==> config.mk <==
export PLATFORM = sky130hd
export DESIGN_NAME = adc_autoseq
export DESIGN_NICKNAME = d
export VERILOG_FILES = /design/src/rtl/adcseq_pkg.sv /design/src/rtl/adcseq_ctrl.sv /design/src/rtl/adcseq_results.sv /design/src/rtl/adcseq_irq.sv /design/src/rtl/adc_autoseq.sv
export SDC_FILE = /design/constraint.sdc
export NUM_CORES = 1
export LEC_CHECK = 0
export BUFFER_PORTS_ARGS = -buffer_cell sky130_fd_sc_hd__buf_2
export CAP_MARGIN = 5
export CORE_MARGIN = 10
export CORE_UTILIZATION = 60
export CTS_BUF_LIST = sky130_fd_sc_hd__clkbuf_8
export DETAILED_ROUTE_END_ITERATION = 10
export PLACE_DENSITY = 0.87
export SLEW_MARGIN = 20
export SYNTH_ARGS = -nofsm -noshare
export SYNTH_HDL_FRONTEND = slang
export SYNTH_SLANG_ARGS = --single-unit
==> constraint.sdc <==
create_clock -name clk -period 3.75 [get_ports clk]
set_input_delay 0.5625 -clock clk [delete_from_list [all_inputs] [get_ports clk]]
set_output_delay 0.5625 -clock clk [all_outputs]
set_load 0.02 [all_outputs]
==> src/rtl/adcseq_pkg.sv <==
// Shared types of the autosequencer.
// Assumes: nothing beyond IEEE 1800-2017.
package adcseq_pkg;

    // Control states of the sequencer walker.
    typedef enum logic [1:0] {
        SQ_IDLE  = 2'd0,   // waiting for a trigger
        SQ_ISSUE = 2'd1,   // start request to the converter
        SQ_WAIT  = 2'd2,   // waiting for the converter result
        SQ_HOLD  = 2'd3    // one-shot session ended, frozen
    } seq_state_e;

endpackage

==> src/rtl/adcseq_ctrl.sv <==
// Sequencer walker. It holds the state pointer and the conversion down-counter,
// issues converter starts and flags finished conversions and session ends.
// Assumes: conv_done_i is a single-cycle pulse; seq_rst_i wins over every other input.
module adcseq_ctrl
    import adcseq_pkg::*;
#(
    parameter int PTR_W      = 4,
    parameter int BASE_STATE = 0
) (
    input  logic             clk,
    input  logic             rst_n,
    input  logic             soc_i,
    input  logic             seq_rst_i,
    input  logic             cont_run_i,
    input  logic [PTR_W-1:0] max_conv_i,
    input  logic             conv_done_i,
    output logic             conv_start_o,
    output logic [PTR_W-1:0] ptr_o,
    output logic             wr_valid_o,
    output logic             eos_o
);

    localparam logic [PTR_W-1:0] BASE = PTR_W'(BASE_STATE);

    seq_state_e       st;
    logic [PTR_W-1:0] cnt;
    logic [PTR_W-1:0] ptr;
    logic             fin;
    logic             last;

    // A conversion counts as finished only if no sequencer reset discards it.
    assign fin  = (st == SQ_WAIT) && conv_done_i && !seq_rst_i;
    assign last = (cnt == '0);

    // Walks the states, loads and counts down, reloads or freezes at the end.
    always_ff @(posedge clk) begin
        if (!rst_n || seq_rst_i) begin
            st  <= SQ_IDLE;
            ptr <= BASE;
            cnt <= '0;
        end else begin
            case (st)
                SQ_IDLE: if (soc_i) begin
                    cnt <= max_conv_i;
                    ptr <= BASE;
                    st  <= SQ_ISSUE;
                end
                SQ_ISSUE: st <= SQ_WAIT;
                SQ_WAIT: if (conv_done_i) begin
                    if (!last) begin
                        cnt <= cnt - 1'b1;
                        ptr <= ptr + 1'b1;
                        st  <= SQ_ISSUE;
                    end else if (cont_run_i) begin
                        cnt <= max_conv_i;
                        ptr <= BASE;
                        st  <= SQ_ISSUE;
                    end else begin
                        st  <= SQ_HOLD;
                    end
                end
                SQ_HOLD: st <= SQ_HOLD;
                default: st <= SQ_IDLE;
            endcase
        end
    end

    assign conv_start_o = (st == SQ_ISSUE);
    assign ptr_o        = ptr;
    assign wr_valid_o   = fin;
    assign eos_o        = fin && last;

    assert_start_pulse_R1: assert property (@(posedge clk) disable iff (!rst_n)
        conv_start_o |=> !conv_start_o);

    assert_count_down_R2: assert property (@(posedge clk) disable iff (!rst_n)
        (fin && !last) |=> (cnt == $past(cnt) - 1'b1));

    assert_ptr_step_R3: assert property (@(posedge clk) disable iff (!rst_n)
        (fin && !last) |=> (ptr == $past(ptr) + 1'b1) && conv_start_o);

    assert_reload_R4: assert property (@(posedge clk) disable iff (!rst_n)
        (fin && last && cont_run_i) |=> (ptr == BASE) && (cnt == $past(max_conv_i)) && conv_start_o);

    assert_frozen_R5: assert property (@(posedge clk) disable iff (!rst_n)
        (st == SQ_HOLD && !seq_rst_i) |=> (st == SQ_HOLD) && $stable(ptr) && !conv_start_o);

    assert_seq_reset_R6: assert property (@(posedge clk) disable iff (!rst_n)
        seq_rst_i |=> (ptr == BASE) && (st == SQ_IDLE) && !conv_start_o);

    assert_busy_soc_R11: assert property (@(posedge clk) disable iff (!rst_n)
        (st == SQ_WAIT && soc_i && !conv_done_i && !seq_rst_i) |=> $stable(cnt) && $stable(ptr));

    assert_discard_R12: assert property (@(posedge clk) disable iff (!rst_n)
        seq_rst_i |-> !wr_valid_o);

endmodule

==> src/rtl/adcseq_results.sv <==
// Result register file, indexed by sequencer state, with a host read port.
// A result that meets a same-cycle read of its register is parked for one
// cycle, so the read returns the previous content.
// Assumes: results arrive at least two cycles apart (start/done handshake).
module adcseq_results #(
    parameter int PTR_W = 4,
    parameter int RES_W = 12
) (
    input  logic             clk,
    input  logic             rst_n,
    input  logic             wr_valid_i,
    input  logic [PTR_W-1:0] wr_idx_i,
    input  logic [RES_W-1:0] wr_data_i,
    input  logic             rd_en_i,
    input  logic [PTR_W-1:0] rd_addr_i,
    output logic [RES_W-1:0] rd_data_o
);

    localparam int DEPTH = 2 ** PTR_W;

    logic [RES_W-1:0] mem [DEPTH];
    logic             clash;
    logic             pend_v;
    logic [PTR_W-1:0] pend_idx;
    logic [RES_W-1:0] pend_data;
    logic             commit_v;
    logic [PTR_W-1:0] commit_idx;
    logic [RES_W-1:0] commit_data;

    assign clash       = wr_valid_i && rd_en_i && (rd_addr_i == wr_idx_i);
    assign commit_v    = pend_v || (wr_valid_i && !clash);
    assign commit_idx  = pend_v ? pend_idx  : wr_idx_i;
    assign commit_data = pend_v ? pend_data : wr_data_i;

    // Parks a colliding write for exactly one cycle.
    always_ff @(posedge clk) begin
        if (!rst_n) begin
            pend_v    <= 1'b0;
            pend_idx  <= '0;
            pend_data <= '0;
        end else begin
            pend_v    <= clash;
            pend_idx  <= wr_idx_i;
            pend_data <= wr_data_i;
        end
    end

    for (genvar i = 0; i < DEPTH; i++) begin : g_ent
        logic [RES_W-1:0] q;
        // Stores the committed result aimed at this entry.
        always_ff @(posedge clk) begin
            if (!rst_n)
                q <= '0;
            else if (commit_v && commit_idx == PTR_W'(i))
                q <= commit_data;
        end
        assign mem[i] = q;
    end

    // Registers the host read data.
    always_ff @(posedge clk) begin
        if (!rst_n)
            rd_data_o <= '0;
        else if (rd_en_i)
            rd_data_o <= mem[rd_addr_i];
    end

    assert_park_clash_R8: assert property (@(posedge clk) disable iff (!rst_n)
        clash |=> pend_v && (pend_idx == $past(wr_idx_i)));

    assert_park_alone_R8: assert property (@(posedge clk) disable iff (!rst_n)
        pend_v |-> !wr_valid_i);

    assert_write_lands_R7: assert property (@(posedge clk) disable iff (!rst_n)
        (wr_valid_i && !rd_en_i && !pend_v) |=> (mem[$past(wr_idx_i)] == $past(wr_data_i)));

endmodule

==> src/rtl/adcseq_irq.sv <==
// Sticky end-of-session interrupt flag with write-one-to-clear.
// Assumes: eos_i is a single-cycle pulse; a set beats a same-cycle clear.
module adcseq_irq (
    input  logic clk,
    input  logic rst_n,
    input  logic eos_i,
    input  logic int_en_i,
    input  logic int_clr_i,
    output logic flag_o
);

    // Sets on an enabled session end, clears on the host strobe.
    always_ff @(posedge clk) begin
        if (!rst_n)
            flag_o <= 1'b0;
        else if (eos_i && int_en_i)
            flag_o <= 1'b1;
        else if (int_clr_i)
            flag_o <= 1'b0;
    end

    assert_flag_set_R9: assert property (@(posedge clk) disable iff (!rst_n)
        (eos_i && int_en_i) |=> flag_o);

    assert_flag_quiet_R9: assert property (@(posedge clk) disable iff (!rst_n)
        (!flag_o && !(eos_i && int_en_i)) |=> !flag_o);

    assert_flag_sticky_R10: assert property (@(posedge clk) disable iff (!rst_n)
        (flag_o && !int_clr_i) |=> flag_o);

endmodule

==> src/rtl/adc_autoseq.sv <==
// Top of the conversion autosequencer: walker, result file and interrupt flag.
// Assumes: an external converter answers each conv_start_o with a single conv_done_i.
module adc_autoseq #(
    parameter int PTR_W      = 4,
    parameter int CH_W       = 4,
    parameter int RES_W      = 12,
    parameter int BASE_STATE = 0
) (
    input  logic                        clk,
    input  logic                        rst_n,
    input  logic                        soc_i,
    input  logic                        seq_rst_i,
    input  logic                        cont_run_i,
    input  logic                        int_en_i,
    input  logic                        int_clr_i,
    input  logic [PTR_W-1:0]            max_conv_i,
    input  logic [(2**PTR_W)*CH_W-1:0]  chan_sel_i,
    output logic                        conv_start_o,
    output logic [CH_W-1:0]             conv_chan_o,
    input  logic                        conv_done_i,
    input  logic [RES_W-1:0]            conv_data_i,
    input  logic                        rd_en_i,
    input  logic [PTR_W-1:0]            rd_addr_i,
    output logic [RES_W-1:0]            rd_data_o,
    output logic                        int_flag_o
);

    logic [PTR_W-1:0] ptr;
    logic             wr_valid;
    logic             eos;

    adcseq_ctrl #(.PTR_W(PTR_W), .BASE_STATE(BASE_STATE)) u_ctrl (
        .clk          (clk),
        .rst_n        (rst_n),
        .soc_i        (soc_i),
        .seq_rst_i    (seq_rst_i),
        .cont_run_i   (cont_run_i),
        .max_conv_i   (max_conv_i),
        .conv_done_i  (conv_done_i),
        .conv_start_o (conv_start_o),
        .ptr_o        (ptr),
        .wr_valid_o   (wr_valid),
        .eos_o        (eos)
    );

    // Picks the channel field of the current state.
    assign conv_chan_o = chan_sel_i[int'(ptr)*CH_W +: CH_W];

    adcseq_results #(.PTR_W(PTR_W), .RES_W(RES_W)) u_results (
        .clk        (clk),
        .rst_n      (rst_n),
        .wr_valid_i (wr_valid),
        .wr_idx_i   (ptr),
        .wr_data_i  (conv_data_i),
        .rd_en_i    (rd_en_i),
        .rd_addr_i  (rd_addr_i),
        .rd_data_o  (rd_data_o)
    );

    adcseq_irq u_irq (
        .clk       (clk),
        .rst_n     (rst_n),
        .eos_i     (eos),
        .int_en_i  (int_en_i),
        .int_clr_i (int_clr_i),
        .flag_o    (int_flag_o)
    );

endmodule

==> results.toml, run 1 <==
[status]
outcome = "completed"

[worst_setup_path]
arrival_ps = 2580
startpoint_type = "register"
critPathKind = "reg -> out"
reg2regPathDepth = 6
path_delay_family = "multiplexers"
path_buf_inv = 2
worstPathRequired_ps = 3190
reg2reg_to = "u_results.g_ent[11].q[5]$_SDFFE_PN0P_"
reg2reg_slack_ps = 930
worst-path-max-fanout = 22
cp-end-kind = "output port"
max_stage_delay_ps = 550
cp_cell_sequence = "buf_4, mux4_2, mux4_2, buf_2"
crit_slowest_cell = "mux4_2"
cp_common_cell = "mux4_2"
r2r-start = "u_ctrl.ptr_o[0]$_SDFFE_PP0P_"

[floorplan]
die_h_um = 154
dieArea_um2 = 23700
rows = 48
die_w_um = 154
initial_core_util_pct = 61.8
io_pins = 111
core_um2 = 17400

[final_layout]
final_nets = 1170
drive_above_1_share_pct = 25.6
diodes = 0
area_growth_syn_to_layout_pct = 12.4

[synthesis]
yosysSeqAreaShare_pct = 43.1
synth_edf_count = 0
synth.distinct_cells = 47
synth_area_per_cell_um2 = 10.9
yosysWarnings = 0
synthCells = 987
yosysTopAreaCell = "dfxtp_1"
ys.flop_type = "dfxtp_1"
syn_area_um2 = 10800
syn-num-nets = 1082
synth_top_area_share_pct = 43.1
ys_async_sr_fraction_pct = 0
synth_most_common_cell = "dfxtp_1"
synthTopCellsByCount = "dfxtp_1, nand2_1, mux2i_1, mux4_2, clkbuf_1"
ys_ff_latch = 232
synthTopCellsByArea = "dfxtp_1, mux2i_1, mux4_2, nand2_1, nor4_4"

[cts]
holdBufCountCts = 0
cts.htree.levels = 2
clkTransAtPathRegs_ps = 60
root_buffer = "clkbuf_8"
cts_tree = "done"
cts_setup_buffers = 0
clkLatencyLatePin_ps = 540
numCtsBuffers = 38
cts.sinks = 232
cts_buffer_depth = 3
cts_resized = 0

[placement]
port-buffer-count = 110
place.detailed.hpwl_mm = 16.7
place_congestion = 0.861

[flow_run]
maxCapViolations = 0

[global_route]
antenna_found_initial = 0
grt_pass1_vias = 7982
grt_overflow_total = 0
grt_max_degree = 114
grt_pass1_wl_mm = 41.9
grtUsageTotal_pct = 21.4

[sta]
worst_slew_pin_slew_ps = 1160
rsz0062_at_grt = "false"
period_needed_ps = 3140
hold_violations = 0
slew_headroom_pct = 22.2
tns_ps = 0
holdWs_ps = 233
skew_ps = 21.4
slew_violations = 0
fin_crit_sh_pct = 83.8
setup_viol = 0
max_freq_ghz = 0.318

[pwr]
ir_drop_v = 0.000248
p_per_area_nw_per_um2 = 393
p_leak_nw = 4.48

[route]
wl_met3_mm = 1.98
wl_mm = 26.3
drtIter0Drc = 686
routed-wl-met2_mm = 13.0
highest_layer = "met4"
drtPass1Iterations = 5
num_vias = 8018
wl_met1_mm = 10.6
drc = 0
detail_route.wl_per_cell_um = 19.9
ant_nets = 0
via_per_inst = 6.06

[worst_hold_path]
min_to = "u_results.pend_data[10]$_SDFF_PN0_"
hold_depth = 2
hp-class = "in -> reg"
hold_start = "conv_data_i[10]"
cell usage in the layout, fill, tap and decap left out, types with 4 or more instances in the layout:
cell      synthesis  layout
dfxtp_1         232     232
nand2_1         228     228
mux2i_1         192     192
buf_2            14     109
mux4_2           68      68
clkbuf_8          0      43
a22o_1           24      24
inv_1             6      21
buf_4            15      21
o21ai_0          18      18
and2_1           18      18
nor2_1           16      15
mux2_2           13      13
nand3b_1         12      12
nor4_4           10      11
a21oi_1           8       8
nor3_1            5       5
a31oi_1           5       5
nor2b_1           5       4
nor3b_1           4       4
nand2b_1          4       4
per-stage QoR:
step / area, um2 / util (%) / setup WS, ps / total power [W] / std cells
after CTS: 12100 / 69.3 / 574 / 0.00478 / 1321
after global routing: 12100 / 69.5 / 471 / 0.00491 / 1323
after global placement: 11400 / 65.4 / 1030 / 0.00280 / 1258
final: 12100 / 69.5 / 606 / 0.00476 / 1323
after detailed placement: 11400 / 65.4 / 933 / 0.00280 / 1258
after floorplan: 10800 / - / 1090 / 0.00270 / 987
power by group:
part | total (W) | internal (W) | switching, W
clock network | 0.00201 | 0.00105 | 0.000964
logic | 0.000270 | 0.000107 | 0.000164
registers | 0.00248 | 0.00248 | 0.00000478
total | 0.00476 | 0.00363 | 0.00113
final cells by class:
cell class              instances  area, um2
multi-input cells             661       5690
clock inverters                20       88.8
clock buffers                  43        592
repair buffers                135        777
fillers                      1236       5320
flip-flops and latches        232       4640
inverters                       7       26.3
well taps                     225        282
state kept, by name, summed over array words and instances (netlist names):
signal	flops
u_results.pend_idx	4
u_results.pend_v	1
u_results.rd_data_o	12
u_ctrl.cnt	4
u_irq.flag_o	1
u_ctrl.ptr_o	4
u_results.pend_data	12
u_results.g_ent.q	192
u_ctrl.st	2
cell families (layout without fill, tap and decap cells):
kind of cell	count (synthesis)	in the layout	synth area share (%)
AO/OA/AOI/OAI	68	68	4.48
XOR/XNOR	4	4	0.325
adder cells (fa/ha/maj)	2	2	0.232
buffers and inverters	94	205	4.17
flip-flops	232	232	43.1
multiplexers	273	273	33.4
AND/OR/NAND/NOR	314	314	14.2
layer usage:
metal  track usage, %  vias to the layer above
met4             6.88                        0
met2             36.7                      331
met1             26.1                     3943
met3             4.69                       63
li1                 -                     3681
met5                0                        -
how the worst max path moves through the flow:
stage / from / end / slack (ps) / cells after the start
final: u_ctrl.ptr_o[0]$_SDFFE_PP0P_ / conv_chan_o[1] / 610 / 4
after global routing: u_ctrl.ptr_o[0]$_SDFFE_PP0P_ / conv_chan_o[1] / 470 / 4
after CTS: u_ctrl.ptr_o[0]$_SDFFE_PP0P_ / conv_chan_o[0] / 570 / 4
after detailed placement: u_ctrl.ptr_o[0]$_SDFFE_PP0P_ / u_results.g_ent[10].q[8]$_SDFFE_PN0P_ / 930 / 6
after global placement: u_ctrl.ptr_o[0]$_SDFFE_PP0P_ / u_results.g_ent[10].q[5]$_SDFFE_PN0P_ / 1030 / 6
after floorplan: u_ctrl.ptr_o[0]$_SDFFE_PP0P_ / conv_chan_o[0] / 1090 / 4
Note: power is estimated with default switching activity, not from simulation.
==> inputs of run 2 (changes only) <==
clock period = 3.05 ns   (was 3.75 ns; I/O delays follow)
==> results.toml, run 2 (synthesized netlist as in run 1, its figures left out) <==
[final_layout]
multi_input_area_um2 = 5690
final_nets = 1179
fill_cells = 1249
diodes = 0
area_growth_syn_to_layout_pct = 13.3
layout_commonest_cell = "dfxtp_1"
regMostFlops = "u_results.g_ent.q"
seq_area_um2 = 4650
final_util_pct = 70.1
stdcell_count = 1334
final_cell_mix = "dfxtp_1, nand2_1, mux2i_1, buf_2, mux4_2"
reg_top3 = "u_results.g_ent.q x192, u_results.pend_data x12, u_results.rd_data_o x12"
drive_above_1_share_pct = 26.6
largest_register_ffs = 192

[floorplan]
die_w_um = 154
io_pins = 111
die_h_um = 154
dieArea_um2 = 23700
core_um2 = 17400
initial_core_util_pct = 61.8
rows = 48

[sta]
slew_violations = 0
worst_slew_pin_slew_ps = 972
max_freq_ghz = 0.357
skew_ps = 25.0
hold_violations = 0
tns_ps = 0
rsz0062_at_grt = "false"
period_needed_ps = 2800
slew_headroom_pct = 34.9
setup_viol = 0
fin_crit_sh_pct = 91.9

[worst_setup_path]
critPathKind = "reg -> out"
cp_cell_sequence = "buf_4, mux4_2, mux4_2, buf_2"
worst-path-max-fanout = 13
cp-end-kind = "output port"
max_stage_delay_ps = 520
crit_slowest_cell = "mux4_2"
path_delay_family = "multiplexers"
path_buf_inv = 2
arrival_ps = 2350
worstPathRequired_ps = 2590
cp_common_cell = "mux4_2"
startpoint_type = "register"

[pwr]
p_per_area_nw_per_um2 = 491
intPower_w = 0.00458
p_sw_w = 0.00140
p_sw_share_pct = 23.5
p_seq_share_pct = 50.9
p_leak_nw = 4.53
ir_drop_v = 0.000276
power_frac_clock_pct = 43.4
combPwrFrac_pct = 5.7

[route]
num_vias = 8101
wl_mm = 27.4
via_per_inst = 6.07
detail_route.wl_per_cell_um = 20.5
drtIter0Drc = 588
drc = 0
drtPass1Iterations = 5
ant_nets = 0

[placement]
place.detailed.hpwl_mm = 18.0
port-buffer-count = 110
place_congestion = 0.831
placed_cells = 1270

[cts]
cts.sinks = 232
cts_setup_buffers = 0
clkTransAtPathRegs_ps = 60
root_buffer = "clkbuf_8"
numCtsBuffers = 37
clkLatencyLatePin_ps = 540
cts.htree.levels = 2
cts_tree = "done"
cts_buffer_depth = 3

[global_route]
grt_pass1_vias = 8494
grt_max_degree = 85
grtUsageTotal_pct = 22.4
grt_overflow_total = 0
antenna_found_initial = 0
grt_pass1_wl_mm = 43.8

[status]
outcome = "completed"

[flow_run]
maxCapViolations = 0

[worst_hold_path]
hp-class = "in -> reg"
-- run 2: power groups by stage --
stage | registers (W) | clock network, W | logic [W]
3_3_place_gp | 0.00311 | 0 | 0.000333
6_report | 0.00305 | 0.00260 | 0.000341
2_1_floorplan | 0.00311 | 0 | 0.000212
4_1_cts | 0.00305 | 0.00263 | 0.000338
5_1_grt | 0.00305 | 0.00277 | 0.000365
3_5_place_dp | 0.00311 | 0 | 0.000338
-- run 2: final cells by class --
cell class | instances | area share (%)
Multi-Input combinational cell | 661 | 46.6
Clock buffer | 48 | 5.41
Inverter | 7 | 0.215
Tap cell | 225 | 2.31
Clock inverter | 16 | 0.574
Sequential cell | 232 | 38.1
Timing Repair Buffer | 145 | 6.82
-- run 2: repair_timing --
item	in CTS	in global routing
hold buffers	0	0
setup endpoints to repair	0	2
gates resized for setup	0	1
-- run 2: path summary, 6_finish.rpt --
path	startpoint	endpoint	slack, ps	cells past startpoint
hold reg to reg	u_results.g_ent[13].q[7]$_SDFFE_PN0P_	u_results.g_ent[13].q[7]$_SDFFE_PN0P_	450	2
hold / removal	conv_data_i[6]	u_results.pend_data[6]$_SDFF_PN0_	140	2
setup / recovery	u_ctrl.ptr_o[0]$_SDFFE_PP0P_	conv_chan_o[0]	250	4
setup reg to reg	u_ctrl.ptr_o[3]$_SDFFE_PP0P_	u_results.g_ent[4].q[6]$_SDFFE_PN0P_	620	5
-- run 2: layer usage --
metal	share of wire, %	vias up	wire length (um)	track usage [%]
li1	-	3696	-	-
met1	40	4008	10900	26.6
met2	50	340	13600	38.4
met3	8.2	57	2250	5.66
met4	2.2	0	594	7.33
met5	0	-	0	0
-- run 2: through the flow --
| step | instance area [um2] | hold WS, ps | setup WS, ps | power [W] |
|---|---|---|---|---|
| after floorplan | 10800 | 432 | 498 | 0.00333 |
| after global routing | 12200 | 137 | 135 | 0.00618 |
| final | 12200 | 141 | 247 | 0.00599 |
| after global placement | 11500 | 439 | 664 | 0.00345 |
| after detailed placement | 11500 | 445 | 603 | 0.00345 |
| after CTS | 12200 | 128 | 87.4 | 0.00601 |
-- run 2: worst reg2reg max path, stage by stage, from the launching register on --
cell	delay [ps]
dfxtp_1	610
xor2_1	120
nor3_1	310
a311o_1	290
or2_1	760
mux2i_1	270
==> inputs of run 3 (changes only) <==
SETUP_SLACK_MARGIN = 0.2   (was unset)
clock period = 2.92 ns   (was 3.05 ns; I/O delays follow)
==> results.toml, run 3 (synthesized netlist as in run 1, its figures left out) <==
[cts]
root_buffer = "clkbuf_8"
numCtsBuffers = 37
cts_buffer_depth = 3
cts_tree = "done"
clkTransAtPathRegs_ps = 60
cts.htree.levels = 2
cts_setup_buffers = 0
cts.sinks = 232
holdBufCountCts = 0
clkLatencyLatePin_ps = 530

[worst_hold_path]
hp-class = "in -> reg"

[global_route]
grt_overflow_total = 0
grtUsageTotal_pct = 22.2
grt_max_degree = 86
grt_pass1_wl_mm = 43.5
grt_pass1_vias = 8199
antenna_found_initial = 0

[sta]
slew_violations = 0
worst_slew_pin_slew_ps = 1080
skew_ps = 26.9
slew_headroom_pct = 28.0
period_needed_ps = 2670
max_freq_ghz = 0.374
setup_viol = 0
hold_violations = 0
holdWs_ps = 126
tns_ps = 0
rsz0062_at_grt = "false"
fin_crit_sh_pct = 91.5

[flow_run]
maxCapViolations = 0

[floorplan]
core_um2 = 17400
io_pins = 111
rows = 48
initial_core_util_pct = 61.8
dieArea_um2 = 23700
die_w_um = 154
die_h_um = 154

[worst_setup_path]
worst-path-max-fanout = 8
startpoint_type = "register"
critPathKind = "reg -> out"
arrival_ps = 2230
cp_common_cell = "mux4_2"
path_buf_inv = 2
crit_slowest_cell = "mux4_2"
path_delay_family = "multiplexers"
max_stage_delay_ps = 500
cp-end-kind = "output port"
cp_cell_sequence = "buf_16, mux4_2, mux4_2, buf_2"
worstPathRequired_ps = 2480

[status]
outcome = "completed"

[final_layout]
largest_register_ffs = 192
drive_above_1_share_pct = 26.2
area_growth_syn_to_layout_pct = 13.4
fill_cells = 1219
final_nets = 1178
regMostFlops = "u_results.g_ent.q"
fin_area_um2 = 12200
layout_commonest_cell = "dfxtp_1"
diodes = 0
seq_area_um2 = 4650
multi_input_area_um2 = 5690
reg_top3 = "u_results.g_ent.q x192, u_results.pend_data x12, u_results.rd_data_o x12"
final_cell_mix = "dfxtp_1, nand2_1, mux2i_1, buf_2, mux4_2"

[route]
detail_route.wl_per_cell_um = 20.4
wl_mm = 27.2
via_per_inst = 6.05
drtPass1Iterations = 7
drtIter0Drc = 687
drc = 0
num_vias = 8042
ant_nets = 0

[pwr]
power_w = 0.00616
p_per_area_nw_per_um2 = 505
ir_drop_v = 0.000302
p_leak_nw = 4.52

[placement]
port-buffer-count = 110
place_congestion = 0.895
place_area_um2 = 11500
place.detailed.hpwl_mm = 17.3
## run 3: changes by cell type in the layout (fill, tap and decap cells not counted), sizes merged
| cell | previous run | this run |
|---|---|---|
| clkinv | 2 | 3 |
| buf | 145 | 144 |
| clkbuf | 48 | 42 |
| inv | 19 | 20 |
| clkinvlp | 2 | 1 |
| bufinv | 0 | 1 |
## run 3: repair_timing
action / in CTS / in global routing
endpoints found under the hold margin: 0 / 0
setup endpoints to repair: 4 / 3
gates resized for setup: 8 / 1
cloned: 1 / 0
## run 3: path summary, 6_finish.rpt
path                                             start                                    end  slack [ps]  depth (start not counted)
setup / recovery          u_ctrl.ptr_o[0]$_SDFFE_PP0P_                         conv_chan_o[0]         250                          4
hold / removal                          conv_data_i[7]      u_results.pend_data[7]$_SDFF_PN0_         130                          2
setup reg to reg           u_results.pend_v$_SDFF_PN0_  u_results.g_ent[7].q[11]$_SDFFE_PN0P_         410                          4
hold reg to reg   u_results.g_ent[6].q[8]$_SDFFE_PN0P_   u_results.g_ent[6].q[8]$_SDFFE_PN0P_         450                          2
## run 3: cell type report
type / instances / area share [%]
Timing Repair Buffer: 144 / 7.30
Inverter: 7 / 0.215
Clock buffer: 42 / 4.73
Tap cell: 225 / 2.30
Multi-Input combinational cell: 661 / 46.6
Sequential cell: 232 / 38.1
Clock inverter: 18 / 0.830
## run 3: where the power goes
group | leakage, nW | total [W] | switching (W) | internal (W)
combinational | 2.26 | 0.000365 | 0.000219 | 0.000145
clock | 0.397 | 0.00261 | 0.00122 | 0.00139
sequential | 1.87 | 0.00318 | 0.00000638 | 0.00318
total | 4.52 | 0.00616 | 0.00145 | 0.00471
## run 3: through the flow
| step | util, % | setup WS, ps | std cells |
|---|---|---|---|
| finish | 70.1 | 249 | 1329 |
| global route | 70.1 | 212 | 1329 |
| CTS | 70.1 | 240 | 1329 |
| detailed placement | 65.9 | 554 | 1268 |
| global placement | 65.9 | 612 | 1268 |
| floorplan | - | 387 | 987 |
## run 3: routing by layer
metal  track usage (%)  wire [um]  share of wire, %
met3              4.27       1780               6.5
met1              27.3      11100                41
met5                 0          0                 0
met4              8.23        756               2.8
met2              37.9      13500                50
